[config.mk]
export PLATFORM = sky130hd
export DESIGN_NAME = rsf_stage
export DESIGN_NICKNAME = d
export VERILOG_FILES = /design/src/rtl/rsf_pkg.sv /design/src/rtl/rsf_round.sv /design/src/rtl/rsf_limit.sv /design/src/rtl/rsf_format.sv /design/src/rtl/rsf_stage.sv
export SDC_FILE = /design/constraint.sdc
export NUM_CORES = 1
export LEC_CHECK = 0
export ABC_AREA = 1
export BUFFER_PORTS_ARGS = -buffer_cell sky130_fd_sc_hd__buf_2
export CORE_ASPECT_RATIO = 0.5
export CORE_MARGIN = 10
export CORE_UTILIZATION = 30
export CTS_BUF_LIST = sky130_fd_sc_hd__clkbuf_8
export DETAILED_ROUTE_END_ITERATION = 8
export SETUP_SLACK_MARGIN = 0.4
export SLEW_MARGIN = 20
export SYNTH_ARGS = -nofsm -noshare
export SYNTH_HDL_FRONTEND = slang
export SYNTH_SLANG_ARGS = --single-unit
[constraint.sdc]
create_clock -name clk -period 0.8 [get_ports clk]
set_input_delay 0.16 -clock clk [delete_from_list [all_inputs] [get_ports clk]]
set_output_delay 0.16 -clock clk [all_outputs]
set_load 0.05 [all_outputs]
[src/rtl/rsf_pkg.sv]
package rsf_pkg;
  typedef enum logic {
    FMT_OFFSET = 1'b0,
    FMT_TWOS   = 1'b1
  } fmt_e;

  typedef enum logic {
    LIM_FULL = 1'b0,
    LIM_HALF = 1'b1
  } lim_e;
endpackage

[src/rtl/rsf_round.sv]
module rsf_round #(
  parameter int OUT_W  = 16,
  parameter int EXT_W  = 4,
  parameter int HEAD_W = 4,
  parameter int SEL_W  = 3,
  localparam int ACC_W = OUT_W + EXT_W + HEAD_W,
  localparam int RES_W = ACC_W + 1
) (
  input  logic [ACC_W-1:0]        acc_i,
  input  logic [SEL_W-1:0]        sel_i,
  output logic signed [RES_W-1:0] res_o
);
  localparam int HALF_BASE = EXT_W - 1;

  // half-LSB increment at the selected position
  function automatic logic [RES_W-1:0] half_inc(input logic [SEL_W-1:0] s);
    logic [RES_W-1:0] one;
    one = {{(RES_W-1){1'b0}}, 1'b1};
    return one << (HALF_BASE + int'(s));
  endfunction

  logic [RES_W-1:0]        acc_ext;
  logic [RES_W-1:0]        sum;
  logic signed [RES_W-1:0] scaled;
  logic [RES_W-1:0]        keep;

  assign acc_ext = {acc_i[ACC_W-1], acc_i};
  assign sum     = acc_ext + half_inc(sel_i);
  assign scaled  = $signed(sum) >>> EXT_W;

  // bits below the selected LSB are cleared
  for (genvar gi = 0; gi < RES_W; gi++) begin : g_keep
    assign keep[gi] = (gi >= int'(sel_i));
  end

  assign res_o = $signed(scaled & keep);
endmodule

[src/rtl/rsf_limit.sv]
module rsf_limit #(
  parameter int OUT_W  = 16,
  parameter int EXT_W  = 4,
  parameter int HEAD_W = 4,
  localparam int ACC_W = OUT_W + EXT_W + HEAD_W,
  localparam int RES_W = ACC_W + 1
) (
  input  logic signed [RES_W-1:0] res_i,
  input  logic                    half_i,
  output logic [OUT_W-1:0]        lim_o,
  output logic                    ovf_hi_o,
  output logic                    ovf_lo_o
);
  localparam logic signed [RES_W-1:0] FULL_HI = (RES_W'(1) <<< (OUT_W-1)) - RES_W'(1);
  localparam logic signed [RES_W-1:0] FULL_LO = -(RES_W'(1) <<< (OUT_W-1));
  localparam logic signed [RES_W-1:0] HALF_HI = (RES_W'(1) <<< (OUT_W-2)) - RES_W'(1);
  localparam logic signed [RES_W-1:0] HALF_LO = -(RES_W'(1) <<< (OUT_W-2));

  function automatic logic [OUT_W-1:0] clamp(input logic signed [RES_W-1:0] v,
                                             input logic signed [RES_W-1:0] hi,
                                             input logic signed [RES_W-1:0] lo);
    if (v > hi)      return hi[OUT_W-1:0];
    else if (v < lo) return lo[OUT_W-1:0];
    else             return v[OUT_W-1:0];
  endfunction

  logic signed [RES_W-1:0] hi_b;
  logic signed [RES_W-1:0] lo_b;

  assign hi_b     = half_i ? HALF_HI : FULL_HI;
  assign lo_b     = half_i ? HALF_LO : FULL_LO;
  assign ovf_hi_o = (res_i > hi_b);
  assign ovf_lo_o = (res_i < lo_b);
  assign lim_o    = clamp(res_i, hi_b, lo_b);
endmodule

[src/rtl/rsf_format.sv]
module rsf_format #(
  parameter int OUT_W = 16
) (
  input  logic [OUT_W-1:0] lim_i,
  input  logic             tc_i,
  output logic [OUT_W-1:0] word_o
);
  function automatic logic [OUT_W-1:0] to_fmt(input logic [OUT_W-1:0] v, input logic tc);
    return {v[OUT_W-1], v[OUT_W-2:0] ^ {(OUT_W-1){~tc}}};
  endfunction

  assign word_o = to_fmt(lim_i, tc_i);
endmodule

[src/rtl/rsf_stage.sv]
module rsf_stage #(
  parameter int OUT_W  = 16,
  parameter int EXT_W  = 4,
  parameter int HEAD_W = 4,
  parameter int SEL_W  = 3,
  localparam int ACC_W = OUT_W + EXT_W + HEAD_W
) (
  input  logic             clk,
  input  logic             rst_n,
  input  logic             in_valid,
  input  logic [ACC_W-1:0] acc_in,
  input  logic [SEL_W-1:0] rnd_sel,
  input  logic             half_lim,
  input  logic             tc_fmt,
  output logic             out_valid,
  output logic [OUT_W-1:0] out_word
);
  import rsf_pkg::*;
  localparam int RES_W = ACC_W + 1;
  localparam logic [OUT_W-1:0] TOP_POS  = {1'b0, {(OUT_W-1){1'b1}}};
  localparam logic [OUT_W-1:0] TOP_NEG  = {1'b1, {(OUT_W-1){1'b0}}};
  localparam logic [OUT_W-1:0] HALF_POS = {2'b00, {(OUT_W-2){1'b1}}};
  localparam logic [OUT_W-1:0] HALF_NEG = {2'b11, {(OUT_W-2){1'b0}}};

  logic signed [RES_W-1:0] rounded;
  logic [OUT_W-1:0]        limited;
  logic [OUT_W-1:0]        formatted;
  logic                    sat_hi;
  logic                    sat_lo;
  logic                    sat_any;
  logic [OUT_W-1:0]        low_mask;

  rsf_round #(.OUT_W(OUT_W), .EXT_W(EXT_W), .HEAD_W(HEAD_W), .SEL_W(SEL_W)) u_round (
    .acc_i (acc_in),
    .sel_i (rnd_sel),
    .res_o (rounded)
  );

  rsf_limit #(.OUT_W(OUT_W), .EXT_W(EXT_W), .HEAD_W(HEAD_W)) u_limit (
    .res_i    (rounded),
    .half_i   (half_lim),
    .lim_o    (limited),
    .ovf_hi_o (sat_hi),
    .ovf_lo_o (sat_lo)
  );

  rsf_format #(.OUT_W(OUT_W)) u_format (
    .lim_i  (limited),
    .tc_i   (tc_fmt),
    .word_o (formatted)
  );

  // named events for the checks below
  assign sat_any  = sat_hi | sat_lo;
  assign low_mask = (OUT_W'(1) << rnd_sel) - OUT_W'(1);

  always_ff @(posedge clk or negedge rst_n) begin
    if (!rst_n) begin
      out_valid <= 1'b0;
      out_word  <= '0;
    end else begin
      out_valid <= in_valid;
      if (in_valid) out_word <= formatted;
    end
  end

  p_valid_delay_r7: assert property (@(posedge clk) disable iff (!rst_n)
    in_valid |=> out_valid);
  p_valid_idle_r7: assert property (@(posedge clk) disable iff (!rst_n)
    !in_valid |=> !out_valid);
  p_hold_r6: assert property (@(posedge clk) disable iff (!rst_n)
    !in_valid |=> $stable(out_word));
  p_low_clear_r2: assert property (@(posedge clk) disable iff (!rst_n)
    (in_valid && tc_fmt == FMT_TWOS && !sat_any) |=> ((out_word & $past(low_mask)) == '0));
  p_no_overflow_r3: assert property (@(posedge clk) disable iff (!rst_n)
    (in_valid && tc_fmt == FMT_TWOS && half_lim == LIM_FULL && sat_hi) |=> (out_word == TOP_POS));
  p_no_underflow_r3: assert property (@(posedge clk) disable iff (!rst_n)
    (in_valid && tc_fmt == FMT_TWOS && half_lim == LIM_FULL && sat_lo) |=> (out_word == TOP_NEG));
  p_half_bounds_r4: assert property (@(posedge clk) disable iff (!rst_n)
    (in_valid && tc_fmt == FMT_TWOS && half_lim == LIM_HALF) |=>
      ($signed(out_word) <= $signed(HALF_POS) && $signed(out_word) >= $signed(HALF_NEG)));
  p_offset_zero_r5: assert property (@(posedge clk) disable iff (!rst_n)
    (in_valid && tc_fmt == FMT_OFFSET && acc_in == '0) |=> (out_word == TOP_POS));
endmodule

==> results of run 1 <==
-- per-stage QoR --
| stage | hold WS [ns] | setup TNS [ns] |
|---|---|---|
| after floorplan | -0.136 | -27.35 |
| after global placement | 0.0975 | -34.72 |
| after detailed placement | 0.0967 | -34.75 |
| after CTS | -0.171 | -30.70 |
| after global routing | -0.161 | -36.08 |
| final | -0.188 | -32.19 |
-- sequential cells by signal (all words and copies together) (netlist names) --
signal,flops
out_word,16
out_valid,1
-- area by class of cell --
type                    instances  area [µm²]  share of cell area [%]
well taps                     112         140                    3.04
clock inverters                 1        3.75                  0.0815
repair buffers                173        1470                    31.9
multi-input cells             377        2240                    48.6
inverters                      63         268                    5.81
clock buffers                   3        41.3                   0.896
flip-flops and latches         17         447                    9.70
-- per-layer routing --
| layer | up-vias | GRT usage [%] |
|---|---|---|
| met1 | 1535 | 20.8 |
| met4 | 0 | 2.39 |
| met5 | - | 0 |
| met2 | 64 | 20.7 |
| met3 | 10 | 1.45 |
| li1 | 1819 | - |
-- how the worst max path moves through the flow --
stage                     startpoint      endpoint  slack, ns  cells past startpoint
after global routing      rnd_sel[0]   out_word[4]      -2.12                     26
after global placement    rnd_sel[2]   out_word[4]      -2.25                     25
after CTS                 rnd_sel[1]   out_word[5]      -1.79                     27
after detailed placement  rnd_sel[2]   out_word[4]      -2.24                     25
final                     rnd_sel[0]   out_word[3]      -1.90                     21
after floorplan           rnd_sel[2]  out_word[10]      -1.79                     26
-- cells in the mapped netlist --
library cell	count
sky130_fd_sc_hd__nand2_1	188
sky130_fd_sc_hd__nand3_1	71
sky130_fd_sc_hd__inv_1	61
sky130_fd_sc_hd__nor2_1	33
sky130_fd_sc_hd__dfrtp_1	17
sky130_fd_sc_hd__ha_1	17
sky130_fd_sc_hd__nand4_1	16
sky130_fd_sc_hd__a21oi_1	11
sky130_fd_sc_hd__nor3_1	9
sky130_fd_sc_hd__nand2_2	6
sky130_fd_sc_hd__o21ai_0	5
sky130_fd_sc_hd__buf_2	4
sky130_fd_sc_hd__buf_6	3
sky130_fd_sc_hd__nand3b_1	3
sky130_fd_sc_hd__nor2_2	3
sky130_fd_sc_hd__clkbuf_1	2
sky130_fd_sc_hd__clkinv_1	2
sky130_fd_sc_hd__a21oi_2	1
sky130_fd_sc_hd__and2_1	1
sky130_fd_sc_hd__buf_1	1
sky130_fd_sc_hd__conb_1	1
sky130_fd_sc_hd__nand3_2	1
sky130_fd_sc_hd__o21ai_1	1
sky130_fd_sc_hd__o21ai_2	1
sky130_fd_sc_hd__o21bai_1	1
sky130_fd_sc_hd__o22ai_1	1
sky130_fd_sc_hd__xor2_1	1
-- kinds of logic after synthesis --
family                     count (synthesis)  share of synthesized area, %
AOI/OAI and AO/OA                         21                          4.67
DFF                                       17                          17.1
other                                      1                         0.150
buffers and inverters                     73                          12.1
adders and majority gates                 17                          8.53
and+or+nand+nor                          331                          57.2
xor gates and xnor gates                   1                         0.351
-- power by group through the flow --
stage / registers (µW) / clock network, µW / logic, µW
3_5_place_dp: 1050 / 0 / 2410
3_3_place_gp: 1040 / 0 / 2390
6_report: 1060 / 634 / 3020
5_1_grt: 1070 / 693 / 3290
4_1_cts: 1060 / 626 / 2760
2_1_floorplan: 1420 / 0 / 1010
-- critical path, stage by stage --
cell and delay, ns:
sky130_fd_sc_hd__buf_6 0.11, sky130_fd_sc_hd__buf_4 0.13, sky130_fd_sc_hd__nor3_2 0.16, sky130_fd_sc_hd__ha_1 0.27, sky130_fd_sc_hd__buf_4 0.14, sky130_fd_sc_hd__buf_4 0.14
sky130_fd_sc_hd__nand2_1 0.07, sky130_fd_sc_hd__nand2_2 0.09, sky130_fd_sc_hd__a21oi_2 0.15, sky130_fd_sc_hd__nand2_2 0.08, sky130_fd_sc_hd__nand2_2 0.09, sky130_fd_sc_hd__nand2_4 0.08
sky130_fd_sc_hd__nand3_4 0.09, sky130_fd_sc_hd__nand4_1 0.16, sky130_fd_sc_hd__o21ai_4 0.23, sky130_fd_sc_hd__buf_12 0.14, sky130_fd_sc_hd__nand4_1 0.23, sky130_fd_sc_hd__nand2_4 0.14
sky130_fd_sc_hd__nand2_2 0.06, sky130_fd_sc_hd__nand3_2 0.07, sky130_fd_sc_hd__nand2_1 0.05
-- timing repair --
| action | 4_1_cts | 5_1_grt |
|---|---|---|
| hold endpoints to repair | 17 | 17 |
| setup endpoints to repair | 33 | 33 |
| resized for setup | 84 | 56 |
| gates cloned | 3 | 1 |
| setup buffers | 7 | 7 |
| pin swaps | 30 | 46 |
==> implementation parameters, run 1 <==
Parameter                              Value

Outcome
  Status    finished with violations
  Failing checks    hold timing, setup timing

Clocking
  Clock buffers created by TritonCTS    3
  Clock sink count    17
  Number of H-tree levels    1
  Maximum count of clock buffers along a single path    2
  TritonCTS clock tree    yes
  Clock root buffer    sky130_fd_sc_hd__clkbuf_8
  Clock slew at reported path FFs    0.07 ns
  Clock latency on the worst-skew pair    0.25 ns

Placed design
  Area after detailed placement    between 3000 and 4000 µm²
  Post-DP HPWL    7190 µm
  Dpl cells    roughly 720
  RePlAce Congestion    about 0.92
  Worst Setup Slack post-DPL    -2.24 ns
  Total of buffers placed on input and output ports    47

Finish
  Final Instance Count excl. Fillers    746
  Filler Cell Count    764
  Highest-count cells in the layout ignoring fill and taps    152 x sky130_fd_sc_hd__nand2_1, 114 x sky130_fd_sc_hd__buf_4, 55 x sky130_fd_sc_hd__inv_1
  Final antenna diode count    0
  Relative area change from synthesis to final layout    84.7%
  Post-route cell area    4610 µm²
  Leading cell type in the layout, fill and taps excluded    sky130_fd_sc_hd__nand2_1
  Final cell utilization of the core    57.2%
  Fraction of layout cells with a size suffix above 1    46.5%
  Layout Nets    roughly 680

Routing
  Met3 Wirelength    407 µm
  Number of DRC markers after the initial detailed-route iteration    ~190
  Total wire length after detailed routing    9290 µm
  Met1 wire length    4750 µm
  Detailed-routing iteration count for the pre-antenna-repair pass    4
  Met2 Wirelength    4030 µm
  Per-cell via count in the routed design    4.60
  Number of nets with antenna violations after routing    0
  Top metal layer carrying routed signals    met4
  Post-DR wirelength/cell    12.4 µm
  Via count    3428
  Detailed-route DRC error count    0

Worst setup path
  Data required time at the worst endpoint    0.95 ns
  Critical path launch point type    input port
  Endpoint of the worst-slack reg-to-reg timing path    out_word[15]
  Setup slack of the most critical reg-to-reg path    0.05 ns
  Arrival time worst endpoint    2.85 ns
  Cell count of the worst reg-to-reg path    3
  Startpoint of the worst register-to-register path    out_word[15]
  Setup crit end kind    flip-flop
  Kind of critical path    in2reg
  Max Fanout on Critical Path    5

STA
  Worst clock skew    0 ns
  Crit path setup slack, layout    -1.90 ns
  Final hold slack    -0.188 ns
  Max-slew violation count    0
  Max Fclk    370 MHz
  Setup repair after global routing missed its margin    yes
  Final Hold Fails    17
  Final critical-path required period    2.70 ns
  Number of setup violations in the final report    33
  Final period util    338%

Global routing
  Combined global-route utilization of all metal layers    13.9%
  Maximum number of pins on one net before global-route repair    18
  First-pass GRT wire length    between 15000 and 20000 µm
  Number of global-route vias before repair    3217
  Initial antenna violation count    0
  GR Overflow Total    0

Logic synthesis
  Post-Syn Instances    around 460
  Fraction of post-synthesis cell area in the top cell type by area    28.3%
  Cell area after synthesis    2490 µm²
  Number of synthesized register bits    17
  Sequential-to-total area share from yosys stat    17.1%
  Synth unique cells    27
  Top cells by area in the synthesized netlist    sky130_fd_sc_hd__nand2_1 28%, sky130_fd_sc_hd__dfrtp_1 17%, sky130_fd_sc_hd__nand3_1 14%, sky130_fd_sc_hd__inv_1 9.2%, sky130_fd_sc_hd__ha_1 8.5%
  Mean area per synthesized cell    5.41 µm²
  Yosys warning total    0
  Cell type with the largest total area after synthesis    sky130_fd_sc_hd__nand2_1

Run
  Reported max-cap violation count    0

Power
  Internal Power    2670 µW
  Comb pwr share    64.1%
  Part of the total power dissipated in sequential elements    22.5%
  Switching power as a share of total power    43.3%
  Highest ir drop seen on vdd    around 0.00086 V
  Final Total Pwr    4710 µW
  Power per cell area    1020 nW/µm²
  Clock power share    between 10% and 20%
  Lkg Pwr    0.00247 µW
  Switching power    2040 µW

Floorplanning
  Die span in x    149 µm
  Num ports    49
  Die Y    roughly 84 µm
  Rows    23
  Floorplan core area    between 8000 and 9000 µm²
  Die Area    12600 µm²
  Starting density of the core    30.9%

Worst hold path
  Type of the worst min-delay path    in2async
Power figures use the tool's default switching activity.
==> run 2, diff against run 1 <==
Settings changed: CORE_UTILIZATION 30 to 34.
Clock period 0.8 ns to 2.65 ns, I/O delays scaled along.
==> run 2 against run 1 <==
Effect of this change:
- total power fell by 71%
- cell count fell by 4.7%
- register-to-register slack gained 2.0 ns
- sequential share of layout area about the same
- the flow finishes with violations (setup timing)
- critical path type unchanged
- largest cell class unchanged
- design area fell by 4.8%
==> implementation parameters, run 2 (same netlist as run 1, synthesis figures left out) <==
Parameter                              Value

Worst setup path
  Arrival time worst endpoint    3.31 ns
  Data required time at the worst endpoint    2.84 ns
  Critical path launch point type    input port
  Startpoint of the worst register-to-register path    out_word[6]
  Setup crit end kind    flip-flop
  Kind of critical path    in2reg
  Setup slack of the most critical reg-to-reg path    around 2.0 ns
  Cell count of the worst reg-to-reg path    2
  Max Fanout on Critical Path    8
  Endpoint of the worst-slack reg-to-reg timing path    out_word[6]

Routing
  Number of DRC markers after the initial detailed-route iteration    224
  Via count    between 3000 and 4000
  Detailed-routing iteration count for the pre-antenna-repair pass    5
  Per-cell via count in the routed design    a little under 5
  Detailed-route DRC error count    0
  Total wire length after detailed routing    9370 µm
  Post-DR wirelength/cell    13.2 µm
  Number of nets with antenna violations after routing    0

STA
  Final critical-path required period    3.13 ns
  Setup repair after global routing missed its margin    yes
  Final hold slack    0.196 ns
  Number of setup violations in the final report    15
  Crit path setup slack, layout    -0.477 ns
  Final period util    118%
  Worst clock skew    0 ns
  Max Fclk    roughly 320 MHz
  Final Hold Fails    0
  Slew at the pin with the worst max-slew slack    0.532 ns
  Relative max-transition margin    64.5%
  Max-slew violation count    0

Global routing
  Initial antenna violation count    0
  GR Overflow Total    0
  Combined global-route utilization of all metal layers    15.5%
  Number of global-route vias before repair    3132
  Maximum number of pins on one net before global-route repair    18
  First-pass GRT wire length    15100 µm

Outcome
  Failing checks    setup timing
  Status    finished with violations

Clocking
  Clock buffers created by TritonCTS    3
  Number of H-tree levels    1
  Clock slew at reported path FFs    0.06 ns
  Clock latency on the worst-skew pair    0.25 ns
  Clock sink count    17
  Clock root buffer    sky130_fd_sc_hd__clkbuf_8
  Maximum count of clock buffers along a single path    2
  TritonCTS clock tree    yes

Floorplanning
  Die Y    80.6 µm
  Rows    21
  Die Area    11400 µm²
  Die span in x    141 µm
  Num ports    49
  Floorplan core area    6910 µm²
  Starting density of the core    36.1%

Placed design
  Area after detailed placement    3570 µm²
  Total of buffers placed on input and output ports    47
  RePlAce Congestion    0.898
  Worst Setup Slack post-DPL    -0.943 ns
  Dpl cells    just under 700
  Post-DP HPWL    approximately 6800 µm

Power
  Power per cell area    310 nW/µm²
  Switching power    608 µW
  Comb pwr share    64.1%
  Part of the total power dissipated in sequential elements    22.4%
  Highest ir drop seen on vdd    0.000139 V
  Lkg Pwr    0.00238 µW
  Internal Power    approximately 750 µW
  Switching power as a share of total power    between 40% and 50%
  Clock power share    13.4%

Finish
  Relative area change from synthesis to final layout    75.9%
  Fraction of layout cells with a size suffix above 1    43.0%
  Final cell utilization of the core    a little under two thirds
  Regs by FF count    out_word: 16 flops, out_valid: 1 flops
  Register with the highest flop count    out_word
  Leading cell type in the layout, fill and taps excluded    sky130_fd_sc_hd__nand2_1
  Layout Nets    669
  Final Instance Count excl. Fillers    711
  Highest-count cells in the layout ignoring fill and taps    155 x sky130_fd_sc_hd__nand2_1, 102 x sky130_fd_sc_hd__buf_4, 55 x sky130_fd_sc_hd__inv_1
  Final antenna diode count    0
  Post-route cell area    4390 µm²
  Number of flip-flops under the largest register name    16

Worst hold path
  Type of the worst min-delay path    in2async

Run
  Reported max-cap violation count    0
==> run 2: routing by layer <==
layer | GRT usage, % | up-vias | part of all wire, %
met2 | 23.3 | 94 | 43
met3 | 2.58 | 7 | 7.5
met4 | 2.05 | 0 | 0.64
met1 | 22.8 | 1555 | 49
li1 | - | 1782 | -
met5 | 0 | - | 0
==> run 2: power groups by stage <==
stage               clock (µW)  combinational, µW  sequential (µW)
finish                     183                873              305
global route               204                951              310
CTS                        189                793              305
detailed placement           0                691              309
global placement             0                689              309
floorplan                    0                306              420
==> run 2: how the worst max path moves through the flow <==
stage	from	to	slack [ns]
2_1_floorplan	rnd_sel[2]	out_word[10]	-0.31
3_3_place_gp	rnd_sel[2]	out_word[4]	-0.87
3_5_place_dp	rnd_sel[2]	out_word[8]	-0.94
4_1_cts	rnd_sel[2]	out_word[14]	-0.29
5_1_grt	rnd_sel[1]	out_word[5]	-0.61
6_report	rnd_sel[1]	out_word[5]	-0.48
==> run 2: stage by stage <==
stage / setup TNS (ns) / power, µW
floorplan: -4.34 / 726
global placement: -12.77 / 998
detailed placement: -13.70 / 1000
CTS: -3.84 / 1290
global route: -8.46 / 1460
finish: -6.31 / 1360
==> run 2: worst max-delay path, stage by stage <==
cell	delay [ns]
sky130_fd_sc_hd__buf_12	0.12
sky130_fd_sc_hd__buf_8	0.12
sky130_fd_sc_hd__nor3_4	0.24
sky130_fd_sc_hd__ha_4	0.20
sky130_fd_sc_hd__nand2_4	0.06
sky130_fd_sc_hd__nor2_2	0.08
sky130_fd_sc_hd__nand2_1	0.08
sky130_fd_sc_hd__nand2_2	0.09
sky130_fd_sc_hd__nand3_2	0.07
sky130_fd_sc_hd__nand2_2	0.08
sky130_fd_sc_hd__nand2_2	0.06
sky130_fd_sc_hd__nand2_2	0.08
sky130_fd_sc_hd__nand3_4	0.10
sky130_fd_sc_hd__buf_6	0.14
sky130_fd_sc_hd__ha_4	0.15
sky130_fd_sc_hd__inv_2	0.05
sky130_fd_sc_hd__nand4_1	0.13
sky130_fd_sc_hd__o21ai_4	0.25
sky130_fd_sc_hd__buf_12	0.15
sky130_fd_sc_hd__nand4_1	0.13
sky130_fd_sc_hd__buf_4	0.17
sky130_fd_sc_hd__nand3_2	0.06
sky130_fd_sc_hd__nand3_2	0.08
sky130_fd_sc_hd__nand2_1	0.08
==> run 2: timing repair <==
action                                  in CTS  in global routing
setup buffers                               17                  5
hold buffers                                 0                  0
endpoints found under the setup margin      16                 16
pin swaps                                   26                 42
cloned                                       3                  1
gates resized for setup                     59                 55
endpoints found under the hold margin        0                  0
==> run 2: area by class of cell <==
type | instances | area [µm²]
Timing Repair Buffer | 158 | 1240
Sequential cell | 17 | 425
Tap cell | 92 | 115
Inverter | 63 | 273
Multi-Input combinational cell | 377 | 2290
Fill cell | 648 | 2520
Clock buffer | 3 | 41.3
Clock inverter | 1 | 3.75
